`src/rtl/cfg_pkg.sv`:
```
package cfg_pkg;

  typedef enum logic [3:0] {
    ST_IDLE, ST_ADDR, ST_ACK_A, ST_CMD, ST_ACK_C,
    ST_WDATA, ST_ACK_D, ST_RDATA, ST_ACK_R, ST_SKIP
  } smb_state_e;

  localparam int LOCK_REG = 0;
  localparam int WEN_BIT  = 0;
  localparam int WDIS_BIT = 7;

  function automatic logic [7:0] reg_reset_val(input int idx);
    return (idx == 1) ? 8'hFE : 8'h00;
  endfunction

endpackage

```
`src/rtl/bus_sync.sv`:
```
module bus_sync #(
  parameter int STAGES = 2
) (
  input  logic clk,
  input  logic rst,
  input  logic scl_i,
  input  logic sda_i,
  output logic sda_s,
  output logic scl_rise,
  output logic scl_fall,
  output logic start_det,
  output logic stop_det
);
  logic [STAGES-1:0] scl_ff, sda_ff;
  logic scl_d, sda_d, scl_q;

  always_ff @(posedge clk) begin
    if (rst) begin
      scl_ff <= '1;
      sda_ff <= '1;
      scl_d  <= 1'b1;
      sda_d  <= 1'b1;
    end else begin
      scl_ff <= {scl_ff[STAGES-2:0], scl_i};
      sda_ff <= {sda_ff[STAGES-2:0], sda_i};
      scl_d  <= scl_ff[STAGES-1];
      sda_d  <= sda_ff[STAGES-1];
    end
  end

  assign scl_q     = scl_ff[STAGES-1];
  assign sda_s     = sda_ff[STAGES-1];
  assign scl_rise  = scl_q & ~scl_d;
  assign scl_fall  = ~scl_q & scl_d;
  assign start_det = scl_q & scl_d & sda_d & ~sda_s;
  assign stop_det  = scl_q & scl_d & ~sda_d & sda_s;
endmodule

```
`src/rtl/smb_engine.sv`:
```
module smb_engine
  import cfg_pkg::*;
#(
  parameter logic [6:0] DEV_ADDR = 7'h69
) (
  input  logic       clk,
  input  logic       rst,
  input  logic       sda_s,
  input  logic       scl_rise,
  input  logic       scl_fall,
  input  logic       start_det,
  input  logic       stop_det,
  input  logic [7:0] rd_data,
  output logic       sda_oe,
  output logic       txn_start,
  output logic       wr_stb,
  output logic [7:0] cmd_o,
  output logic [7:0] wr_data
);
  smb_state_e state;
  logic [3:0] cnt;
  logic [7:0] sh, tx;
  logic       is_rd;

  always_ff @(posedge clk) begin
    if (rst) begin
      state     <= ST_IDLE;
      cnt       <= '0;
      sh        <= '0;
      tx        <= '0;
      is_rd     <= 1'b0;
      sda_oe    <= 1'b0;
      txn_start <= 1'b0;
      wr_stb    <= 1'b0;
      cmd_o     <= '0;
      wr_data   <= '0;
    end else begin
      txn_start <= 1'b0;
      wr_stb    <= 1'b0;
      if (stop_det) begin
        state  <= ST_IDLE;
        sda_oe <= 1'b0;
      end else if (start_det) begin
        state     <= ST_ADDR;
        cnt       <= '0;
        sda_oe    <= 1'b0;
        txn_start <= 1'b1;
      end else begin
        unique case (state)
          ST_ADDR, ST_CMD, ST_WDATA: begin
            if (scl_rise && cnt < 4'd8) begin
              sh  <= {sh[6:0], sda_s};
              cnt <= cnt + 4'd1;
            end else if (scl_fall && cnt == 4'd8) begin
              cnt <= '0;
              if (state == ST_ADDR) begin
                if (sh[7:1] == DEV_ADDR) begin
                  is_rd  <= sh[0];
                  sda_oe <= 1'b1;
                  state  <= ST_ACK_A;
                end else begin
                  state <= ST_SKIP;
                end
              end else if (state == ST_CMD) begin
                cmd_o  <= sh;
                sda_oe <= 1'b1;
                state  <= ST_ACK_C;
              end else begin
                wr_data <= sh;
                wr_stb  <= 1'b1;
                sda_oe  <= 1'b1;
                state   <= ST_ACK_D;
              end
            end
          end
          ST_ACK_A: if (scl_fall) begin
            if (is_rd) begin
              tx     <= rd_data;
              sda_oe <= ~rd_data[7];
              cnt    <= '0;
              state  <= ST_RDATA;
            end else begin
              sda_oe <= 1'b0;
              state  <= ST_CMD;
            end
          end
          ST_ACK_C: if (scl_fall) begin
            sda_oe <= 1'b0;
            state  <= ST_WDATA;
          end
          ST_ACK_D: if (scl_fall) begin
            sda_oe <= 1'b0;
            state  <= ST_SKIP;
          end
          ST_RDATA: begin
            if (scl_rise) begin
              cnt <= cnt + 4'd1;
            end else if (scl_fall && cnt == 4'd8) begin
              sda_oe <= 1'b0;
              state  <= ST_ACK_R;
            end else if (scl_fall && cnt != 4'd0) begin
              sda_oe <= ~tx[6];
              tx     <= {tx[6:0], 1'b0};
            end
          end
          ST_ACK_R: if (scl_fall) state <= ST_SKIP;
          default: ;
        endcase
      end
    end
  end


  skip_release_chk: assert property (@(posedge clk) disable iff (rst)
    (state == ST_SKIP || state == ST_IDLE) |=> (!sda_oe || start_det));


  data_ack_chk: assert property (@(posedge clk) disable iff (rst)
    wr_stb |-> sda_oe);


  stop_release_chk: assert property (@(posedge clk) disable iff (rst)
    stop_det |=> !sda_oe);
endmodule

```
`src/rtl/cfg_regbank.sv`:
```
module cfg_regbank
  import cfg_pkg::*;
#(
  parameter int NUM_REGS = 4
) (
  input  logic                  clk,
  input  logic                  rst,
  input  logic                  txn_start,
  input  logic                  wr_stb,
  input  logic [7:0]            cmd,
  input  logic [7:0]            wr_data,
  output logic [7:0]            rd_data,
  output logic [NUM_REGS*8-1:0] regs_o
);
  localparam int         IDX_W = $clog2(NUM_REGS);
  localparam logic [6:0] NREG  = 7'(NUM_REGS);

  logic [7:0] regs_q [NUM_REGS];
  logic       wen_lat;
  logic       hit;
  logic       wdis;

  assign hit  = cmd[7] && (cmd[6:0] < NREG);
  assign wdis = regs_q[LOCK_REG][WDIS_BIT];

  always_ff @(posedge clk) begin
    if (rst)            wen_lat <= 1'b0;
    else if (txn_start) wen_lat <= regs_q[LOCK_REG][WEN_BIT];
  end

  for (genvar k = 0; k < NUM_REGS; k++) begin : g_reg
    logic sel;
    assign sel = wr_stb && hit && !wdis && (cmd[IDX_W-1:0] == IDX_W'(k));
    if (k == LOCK_REG) begin : g_lock
      always_ff @(posedge clk) begin
        if (rst) regs_q[k] <= reg_reset_val(k);
        else if (sel) begin
          if (wen_lat) regs_q[k] <= wr_data;
          else         regs_q[k][WEN_BIT] <= wr_data[WEN_BIT];
        end
      end
    end else begin : g_plain
      always_ff @(posedge clk) begin
        if (rst)                 regs_q[k] <= reg_reset_val(k);
        else if (sel && wen_lat) regs_q[k] <= wr_data;
      end
    end
    assign regs_o[k*8 +: 8] = regs_q[k];
  end

  assign rd_data = hit ? regs_q[cmd[IDX_W-1:0]] : 8'h00;


  wdis_sticky_chk: assert property (@(posedge clk) disable iff (rst)
    regs_o[WDIS_BIT] |=> regs_o[WDIS_BIT]);


  frozen_chk: assert property (@(posedge clk) disable iff (rst)
    regs_o[WDIS_BIT] |=> $stable(regs_o));


  locked_chk: assert property (@(posedge clk) disable iff (rst)
    !wen_lat |=> $stable(regs_o[NUM_REGS*8-1:1]));


  wen_hold_chk: assert property (@(posedge clk) disable iff (rst)
    !txn_start |=> $stable(wen_lat));
endmodule

```
`src/rtl/cfg_smbus_slave.sv`:
```
module cfg_smbus_slave #(
  parameter logic [6:0] DEV_ADDR    = 7'h69,
  parameter int         NUM_REGS    = 4,
  parameter int         SYNC_STAGES = 2
) (
  input  logic                  clk,
  input  logic                  rst,
  input  logic                  scl_i,
  input  logic                  sda_i,
  output logic                  sda_oe,
  output logic [NUM_REGS*8-1:0] cfg_o
);
  logic       sda_s, scl_rise, scl_fall, start_det, stop_det;
  logic       txn_start, wr_stb;
  logic [7:0] cmd, wr_data, rd_data;

  bus_sync #(.STAGES(SYNC_STAGES)) u_sync (
    .clk(clk), .rst(rst), .scl_i(scl_i), .sda_i(sda_i),
    .sda_s(sda_s), .scl_rise(scl_rise), .scl_fall(scl_fall),
    .start_det(start_det), .stop_det(stop_det)
  );

  smb_engine #(.DEV_ADDR(DEV_ADDR)) u_eng (
    .clk(clk), .rst(rst), .sda_s(sda_s), .scl_rise(scl_rise),
    .scl_fall(scl_fall), .start_det(start_det), .stop_det(stop_det),
    .rd_data(rd_data), .sda_oe(sda_oe), .txn_start(txn_start),
    .wr_stb(wr_stb), .cmd_o(cmd), .wr_data(wr_data)
  );

  cfg_regbank #(.NUM_REGS(NUM_REGS)) u_regs (
    .clk(clk), .rst(rst), .txn_start(txn_start), .wr_stb(wr_stb),
    .cmd(cmd), .wr_data(wr_data), .rd_data(rd_data), .regs_o(cfg_o)
  );
endmodule

```
`config.mk`:
```
export PLATFORM = sky130hd
export DESIGN_NAME = cfg_smbus_slave
export DESIGN_NICKNAME = d
export VERILOG_FILES = /design/src/rtl/cfg_pkg.sv /design/src/rtl/bus_sync.sv /design/src/rtl/smb_engine.sv /design/src/rtl/cfg_regbank.sv /design/src/rtl/cfg_smbus_slave.sv
export SDC_FILE = /design/constraint.sdc
export NUM_CORES = 1
export LEC_CHECK = 0
export CAP_MARGIN = 20
export CORE_ASPECT_RATIO = 0.75
export CORE_MARGIN = 2
export CORE_UTILIZATION = 50
export DETAILED_ROUTE_END_ITERATION = 10
export GPL_TIMING_DRIVEN = 0
export PLACE_DENSITY = 0.82
export REMOVE_ABC_BUFFERS = 1
export SYNTH_ARGS = -nofsm -noshare
export SYNTH_HDL_FRONTEND = slang
export SYNTH_SLANG_ARGS = --single-unit
```
`constraint.sdc`:
```
create_clock -name clk -period 5.7 [get_ports clk]
set_clock_uncertainty 0.1 [all_clocks]
set_input_delay 0.57 -clock clk [delete_from_list [all_inputs] [get_ports clk]]
set_output_delay 0.57 -clock clk [all_outputs]
set_load 0.03 [all_outputs]
```
==> reports/qor.yml, run 1 <==
status:
  outcome: "complete, no violations"
clock_network:
  ctsResizeCount: 0
  cts_tree: "built"
  htreeDepth: 3
  cts.sinks: 84
  worstSkewPairLatency_ps: 360
  root_buffer: "clkbuf_8"
  clockBufferDepth: 2
  hold_buffers: 0
  cts_setup_buffers: 0
  path_clk_slew_ps: 80
  cts_buffers: 9
pwr:
  ir_drop_mv: 0.170
  p_leak_uw: 0.00158
  p_per_area_nw_per_um2: 260
synthesis:
  ys_top_cells_by_count: "dfxtp_1 (52), nor2_1 (40), edfxtp_1 (32), mux2i_1 (28), and2_1 (22)"
  synthArstFlopShare_pct: 0
  synth.most_common_cell: "dfxtp_1"
  ys_seq_area_share_pct: 50.1
  synth_area_sq_um: 4000
  yosys.area.top_type_share_pct: 26.1
  synth_edf_count: 32
  syn_avg_cell_area_sq_um: 10.9
  ys_types: 62
  synthTopCellsByArea: "dfxtp_1 (26%), edfxtp_1 (24%), mux2i_1 (7.0%)"
  ys_seq_elements: 84
  yosys_warnings: 0
  netlist_instances: 365
  ys.flop_type: "dfxtp_1"
  yosys.area.top_type: "dfxtp_1"
timing:
  max_clock_freq_mhz: 371
  worst_pin_slew_ps: 1020
  min_period_ps: 2690
  slew_headroom_pct: 31.9
  rsz0062_at_grt: "no"
  tns_ps: 0
  drv_slew: 0
  setup_viol: 0
  final-hold-violation-count: 0
  fin_crit_sh_pct: 47.2
worst_setup_path:
  start_kind: "flop"
  path_max_fanout: 19
  critPathArrivalTime_ps: 2810
  worstPathRequired_ps: 5820
  path_class: "reg -> reg"
  end_kind: "flop"
drt:
  wl_per_cell_um: 17.7
  drcViolationCount: 0
  drt_iter0_drc: 284
  vias: 2913
  drt_wl_total_mm: 8.95
  vias_per_cell: 5.76
  firstDrtPassIters: 4
  ant_nets: 0
cells_and_area:
  final_nets: 402
  fill_cells: 629
  drive_above_1_share_pct: 14.5
  fin_util_pct: 59.6
  diodes: 0
  syn2layout_area_growth_pct: 16.5
floorplanning:
  dieArea_sq_um: 8730
  core_area_sq_um: 7810
  die_x_um: 107
  initial_core_util_pct: 51.1
  ios: 37
  fp-row-count: 28
  fp.dieH_um: 81.4
placement:
  dpl.hpwl_mm: 6.39
  place_congestion: 0.907
  port_buffers: 36
global_routing:
  grt_pass1_vias: 2705
  grt.total_usage_pct: 21.9
  grt_pass1_wl_mm: 14.4
  antenna_found_initial: 0
  grt_max_degree: 53
  overflow: 0
hold_path:
  hold_path.class: "reg -> reg"
flow_run:
  maxCapViolations: 0
-- flip-flops by register name, summed over array words and instances, names as in the netlist, 2 cells and up, named ones only --
signal,count
u_eng.state,4
u_sync.scl_ff,2
u_eng.wr_data,8
u_eng.cmd_o,8
u_eng.cnt,4
u_eng.sh,8
u_eng.tx,7
u_regs.regs_q,32
u_sync.sda_ff,2
-- cells in the final DEF, fill, tap and decap left out, types with 4 or more instances in the layout --
cell and count:
and2_1 22, nor2b_1 6, nor2_1 40, o31ai_1 5
nand3_1 11, edfxtp_1 32, dfxtp_1 52, a31oi_1 4
a21oi_1 8, clkbuf_8 9, mux2i_1 28, inv_1 10
mux4_2 8, nand2_1 14, clkdlybuf4s50_1 35, or2_1 7
nand2b_1 9, or2_2 8, o21ai_0 12, nor3_1 8
-- routing by layer --
layer	track usage, %	part of all wire (%)
met5	0	0
met4	7.01	0.74
met3	5.79	6.8
met2	33.2	45
met1	30.9	47
-- path summary, 6_finish.rpt --
check	depth (start not counted)	end	start	slack [ps]
setup / recovery	5	u_eng.wr_data[5]	u_eng.state[0]	3010
hold / removal	1	u_sync.sda_ff[1]	u_sync.sda_ff[0]	310
setup reg to reg	5	u_eng.wr_data[5]	u_eng.state[0]	3010
hold reg to reg	1	u_sync.sda_ff[1]	u_sync.sda_ff[0]	310
-- kinds of logic (layout without fill, tap and decap cells) --
logic type,after synthesis,count (layout),share of synthesized area [%]
multiplexers,37,37,11.8
flip-flops,84,84,50.1
XOR/XNOR,1,1,0.219
buffers and inverters,29,65,3.63
AO/OA/AOI/OAI,56,56,11.4
AND/OR/NAND/NOR,156,156,22.2
adder cells (fa/ha/maj),2,2,0.626
-- stage by stage --
stage               total power [uW]  setup WS (ps)  std cells  hold WS, ps  instance area, sq um
finish                          1210           3010        506          314                  4650
global route                    1250           2900        506          337                  4650
CTS                             1220           3070        506          315                  4650
detailed placement               711           2960        490          296                  4400
global placement                 709           1850        487          292                  4380
floorplan                        682           3230        346          289                  3890
-- worst max-delay path, cell delays in order, from the launching register on --
cell     delay, ps
dfxtp_1        730
nor2b_1        320
nand3_1        210
nor3_2         810
mux2i_1        330
nor2_1          60
-- area by class of cell --
cell class	instances	area, sq um	share of cell area (%)
Sequential cell	84	2000	43.0
Multi-Input combinational cell	252	1860	39.9
Timing Repair Buffer	39	373	8.01
Clock buffer	11	174	3.74
Tap cell	105	131	2.82
Clock inverter	5	77.6	1.67
Inverter	10	37.5	0.807
-- report_power, final --
| group | leakage, uW | total, uW | switching, uW | internal, uW |
|---|---|---|---|---|
| clock | 0.000128 | 513 | 214 | 299 |
| sequential | 0.000726 | 637 | 7.89 | 629 |
| combinational | 0.000722 | 60.3 | 37.8 | 22.5 |
| total | 0.00158 | 1210 | 260 | 951 |
Note: power is estimated with default switching activity, not from simulation.
==> run 2: changes to the inputs <==
==> constraint.sdc (replaced) <==
create_clock -name clk -period 2.7 [get_ports clk]
set_clock_uncertainty 0.1 [all_clocks]
set_input_delay 0.27 -clock clk [delete_from_list [all_inputs] [get_ports clk]]
set_output_delay 0.27 -clock clk [all_outputs]
set_load 0.03 [all_outputs]
==> reports/qor.yml, run 2 (synthesis results as in run 1) <==
status:
  outcome: "complete, no violations"
placement:
  dpl.hpwl_mm: 6.39
  place_area_sq_um: 4400
  place_congestion: 0.907
  port_buffers: 36
  dp.cells: 490
worst_setup_path:
  start_kind: "flop"
  critPathArrivalTime_ps: 2610
  end_kind: "flop"
  critPathTopFamily: "simple AND/OR/NAND/NOR gates"
  crit_chain: "nor2b_1 -> nand3_1 -> nor3_4 -> mux2i_1 -> nor2_1"
  critPathMaxStageDelay_ps: 760
  worstPathRequired_ps: 2810
  critical_path_cell_count: 5
  slowest_stage: "dfxtp_1"
  crit_buf_inv: 0
  path_max_fanout: 19
  path_class: "reg -> reg"
  reg2reg_depth: 5
cells_and_area:
  fill_cells: 629
  syn2layout_area_growth_pct: 16.8
  diodes: 0
  final_area_sq_um: 4670
  final_nets: 402
  largest_reg_flops: 32
  layout_commonest_cell: "dfxtp_1"
  largest-register: "u_regs.regs_q"
  layout_common_cells: "dfxtp_1 (52), nor2_1 (40), clkdlybuf4s50_1 (35)"
  drive_above_1_share_pct: 14.5
  stdcell_count: 506
clock_network:
  cts.sinks: 84
  hold_buffers: 0
  clockBufferDepth: 2
  htreeDepth: 3
  path_clk_slew_ps: 80
  ctsResizeCount: 0
  worstSkewPairLatency_ps: 360
  root_buffer: "clkbuf_8"
  cts_tree: "built"
  cts_setup_buffers: 0
  cts_buffers: 9
floorplanning:
  fp.dieH_um: 81.4
  fp-row-count: 28
  core_area_sq_um: 7810
  ios: 37
  die_x_um: 107
  initial_core_util_pct: 51.1
  dieArea_sq_um: 8730
drt:
  ant_nets: 0
  firstDrtPassIters: 5
  drt_wl_total_mm: 9.00
  vias: 2951
  drcViolationCount: 0
  wl_per_cell_um: 17.8
  vias_per_cell: 5.83
  drt_iter0_drc: 249
timing:
  max_clock_freq_mhz: 400
  slew_headroom_pct: 35.7
  min_period_ps: 2500
  final-hold-violation-count: 0
  fin_crit_sh_pct: 92.5
  rsz0062_at_grt: "no"
  worst_pin_slew_ps: 965
  setup_viol: 0
  drv_slew: 0
hold_path:
  min_path_cells: 1
  hold_path.class: "reg -> reg"
global_routing:
  antenna_found_initial: 0
  overflow: 0
  grt_max_degree: 53
  grt.total_usage_pct: 21.9
  grt_pass1_wl_mm: 14.4
  grt_pass1_vias: 2705
flow_run:
  maxCapViolations: 0
pwr:
  ir_drop_mv: 0.360
  p_per_area_nw_per_um2: 548
  p_leak_uw: 0.00158
==> run 2: per-stage QoR <==
step           utilization [%]  TNS, ps  hold WS [ps]  power [uW]  setup slack, ps
6_report                  59.7        0           314        2560              202
5_1_grt                   59.7        0           338        2650             99.7
4_1_cts                   59.6        0           315        2570             70.9
3_5_place_dp              56.3        0           296        1500              112
3_3_place_gp              56.1   -46230           292        1500             -854
2_1_floorplan                -        0           238        1440              228
==> run 2: layout make-up <==
class | count | area [sq um] | area share, %
Tap cell | 105 | 131 | 2.82
Multi-Input combinational cell | 252 | 1870 | 40.1
Timing Repair Buffer | 39 | 373 | 7.99
Sequential cell | 84 | 2000 | 42.9
Clock buffer | 11 | 174 | 3.73
Clock inverter | 5 | 77.6 | 1.66
Inverter | 10 | 37.5 | 0.805
==> run 2: per-layer routing <==
metal  up-vias  GRT usage, %  part of all wire [%]
met5         -             0                     0
met4         0          7.01                  0.82
met3         9          5.79                   5.8
met2       107          33.2                    46
met1      1436          30.9                    48
li1       1399             -                     -
==> run 2: power breakdown <==
part	total (uW)	internal (uW)	leakage, uW	switching [uW]
logic	128	47.4	0.000722	80.4
clock network	1080	632	0.000128	452
registers	1350	1330	0.000726	16.8
total	2560	2010	0.00158	549
==> run 2: path summary, 6_finish.rpt <==
check | startpoint | to | slack (ps)
max | u_eng.state[0] | u_eng.wr_data[5] | 200
min reg2reg | u_sync.scl_ff[0] | u_sync.scl_ff[1] | 310
max reg2reg | u_eng.state[0] | u_eng.wr_data[5] | 200
min | u_sync.scl_ff[0] | u_sync.scl_ff[1] | 310
==> run 2: worst reg2reg max path, stage by stage (launching register included) <==
cell	delay [ps]
dfxtp_1	760
nor2b_1	320
nand3_1	250
nor3_4	550
mux2i_1	310
nor2_1	60
==> run 3: changes to the inputs <==
--- a/config.mk
+++ b/config.mk
@@ -15,4 +15,5 @@
 export REMOVE_ABC_BUFFERS = 1
 export SYNTH_ARGS = -nofsm -noshare
 export SYNTH_HDL_FRONTEND = slang
+export SYNTH_HIERARCHICAL = 1
 export SYNTH_SLANG_ARGS = --single-unit
==> reports/qor.yml, run 3 <==
cells_and_area:
  final_nets: 412
  largest-register: "u_regs/regs_q"
  final_area_sq_um: 4640
  stdcell_count: 516
  largest_reg_flops: 32
  diodes: 0
  drive_above_1_share_pct: 13.1
  layout_commonest_cell: "nor2_1"
  layout_common_cells: "nor2_1 (47), dfxtp_1 (46), clkdlybuf4s50_1 (35)"
  syn2layout_area_growth_pct: 14.6
  fin_util_pct: 58.8
synthesis:
  synth.most_common_cell: "dfxtp_1"
  ys_top_cells_by_count: "dfxtp_1 (50), nor2_1 (47), mux2i_1 (33), edfxtp_1 (32), nand2_1 (20)"
  synthSimpleGateAreaFrac_pct: 21.9
  synthArstFlopShare_pct: 0
  synth_area_sq_um: 4050
  synth_top_family_by_area: "simple AND/OR/NAND/NOR gates"
  ys_seq_elements: 82
  netlist_instances: 385
  synth_mux_area_share_pct: 12.9
  synth_edf_count: 32
  synthTopCellsByArea: "dfxtp_1 (25%), edfxtp_1 (24%), mux2i_1 (8.2%)"
  yosys_warnings: 6
  synth-compound-area-share_pct: 10.3
  yosys.area.top_type_share_pct: 24.7
  syn_avg_cell_area_sq_um: 10.5
  yosys.area.top_type: "dfxtp_1"
  ys_seq_area_share_pct: 48.5
  ys.flop_type: "dfxtp_1"
  ys_types: 57
  synthAdderAreaFrac_pct: 0.618
  synth_xor_area_share_pct: 0.216
pwr:
  p_per_area_nw_per_um2: 523
  ir_drop_mv: 0.302
  p_leak_uw: 0.00159
hold_path:
  whs_endpoint: "u_eng/cmd_o[3]"
  hp-start: "rst"
  min_path_cells: 3
  hold_path.class: "in -> reg"
global_routing:
  grt_util_met2_pct: 34.3
  grt_max_degree: 56
  overflow: 0
  antenna_found_initial: 0
  grt.total_usage_pct: 22.4
  grt_pass1_wl_mm: 15.0
  grt_pass1_vias: 3014
  grt-busiest-layer: "met2"
  grtUsageMet1_pct: 29.4
  use_met3_pct: 7.54
placement:
  place_congestion: 0.909
  port_buffers: 36
  place_area_sq_um: 4380
  dp.cells: 497
  dpl.hpwl_mm: 6.25
worst_setup_path:
  start_kind: "flop"
  startpoint: "u_eng/cmd_o[6]"
  r2r_slack_ps: 50
  critPathMaxStageDelay_ps: 640
  reg2reg_depth: 4
  crit_chain: "nor2_1 -> nand2_2 -> o31ai_2 -> buf_4"
  path_class: "reg -> reg"
  critPathArrivalTime_ps: 2630
  worstPathRequired_ps: 2690
  end_kind: "flop"
  path_max_fanout: 21
  slowest_stage: "o31ai_2"
  r2r_start: "u_eng/cmd_o[6]"
  worst_r2r_endpoint: "u_regs/regs_q[2][3]"
  critPathTopFamily: "simple AND/OR/NAND/NOR gates"
  crit_buf_inv: 1
timing:
  max_clock_freq_mhz: 378
  tns_ps: 0
  fin_crit_sh_pct: 98.0
  slew_headroom_pct: 50.5
  final-hold-violation-count: 0
  worst_pin_slew_ps: 740
  min_period_ps: 2650
  setup_viol: 0
  drv_slew: 0
drt:
  vias: 3115
  ant_nets: 0
  drt_wl_total_mm: 9.41
  drcViolationCount: 0
  wl_per_cell_um: 18.2
  drt_iter0_drc: 253
  vias_per_cell: 6.04
  firstDrtPassIters: 5
clock_network:
  cts.sinks: 82
  cts_buffers: 9
  worstSkewPairLatency_ps: 360
  cts_tree: "built"
  root_buffer: "clkbuf_8"
  htreeDepth: 3
  path_clk_slew_ps: 80
  clockBufferDepth: 2
status:
  outcome: "complete, no violations"
floorplanning:
  die_x_um: 108
  ios: 37
  dieArea_sq_um: 8840
  initial_core_util_pct: 51.3
  fp-row-count: 28
  fp.dieH_um: 81.9
  core_area_sq_um: 7880
flow_run:
  maxCapViolations: 0
## run 3: changes by cell type after synthesis, sizes merged, moves of 4 or more
cell and delta:
nand2 +6, and4b +5, nor2 +5, and3 +9
mux2i +5, o21ai -6, nor4 +14, buf +9
or2 -9, and2 -20, nand2b -5, a21oi +7
clkbuf +4
## run 3: worst reg2reg max path, cell delays in order, from the launching register on
cell and delay, ps:
dfxtp_1 320, nor2_1 580, nand2_2 470, o31ai_2 650
buf_4 250
## run 3: worst max path at each step
stage	to	slack [ps]	depth (start not counted)
CTS	u_regs/regs_q[2][3]	-120	4
global placement	u_regs/regs_q[1][0]	-1140	3
finish	u_regs/regs_q[2][3]	50	4
detailed placement	u_eng/tx[0]	-400	5
global route	u_regs/regs_q[2][3]	-40	4
floorplan	u_eng/tx[0]	90	5
## run 3: report_power, final
group / total, uW / internal [uW] / switching [uW]
Clock: 944 / 481 / 463
Sequential: 1320 / 1300 / 22.1
Combinational: 158 / 59.8 / 97.9
## run 3: cell families (layout without fill, tap and decap cells)
group           Yosys count  count (layout)
flops                    82              82
compound gates           54              54
fa+ha+maj                 2               2
mux                      42              42
xor+xnor                  1               1
buf+inv                  42              68
simple gates            162             162
## run 3: through the flow
| stage | hold slack, ps | worst slack, ps | total power [uW] |
|---|---|---|---|
| floorplan | 238 | 91.2 | 1430 |
| global placement | 288 | -1140 | 1490 |
| finish | 246 | 53.8 | 2430 |
| CTS | 230 | -120 | 2440 |
| detailed placement | 292 | -399 | 1500 |
| global route | 258 | -44.9 | 2500 |
## run 3: final cells by class
class                      count  area [sq um]
clock buffer                  11           151
timing repair buffer          42           413
inverter                      10          37.5
sequential                    82          1970
multi-input combinational    261          1880
tap                          105           131
clock inverter                 5          60.1
fill                         671          3250
## run 3: layer usage
| layer | vias up | share of wire (%) |
|---|---|---|
| li1 | 1466 | - |
| met1 | 1496 | 45 |
| met2 | 137 | 46 |
| met3 | 16 | 7.2 |
| met4 | 0 | 1.2 |
| met5 | - | 0 |
## run 3: repair_timing
item,in CTS,in global routing
gates resized for setup,2,8
pin swaps,1,1
hold buffers,0,0
setup endpoints to repair,24,63
buffers inserted,2,1
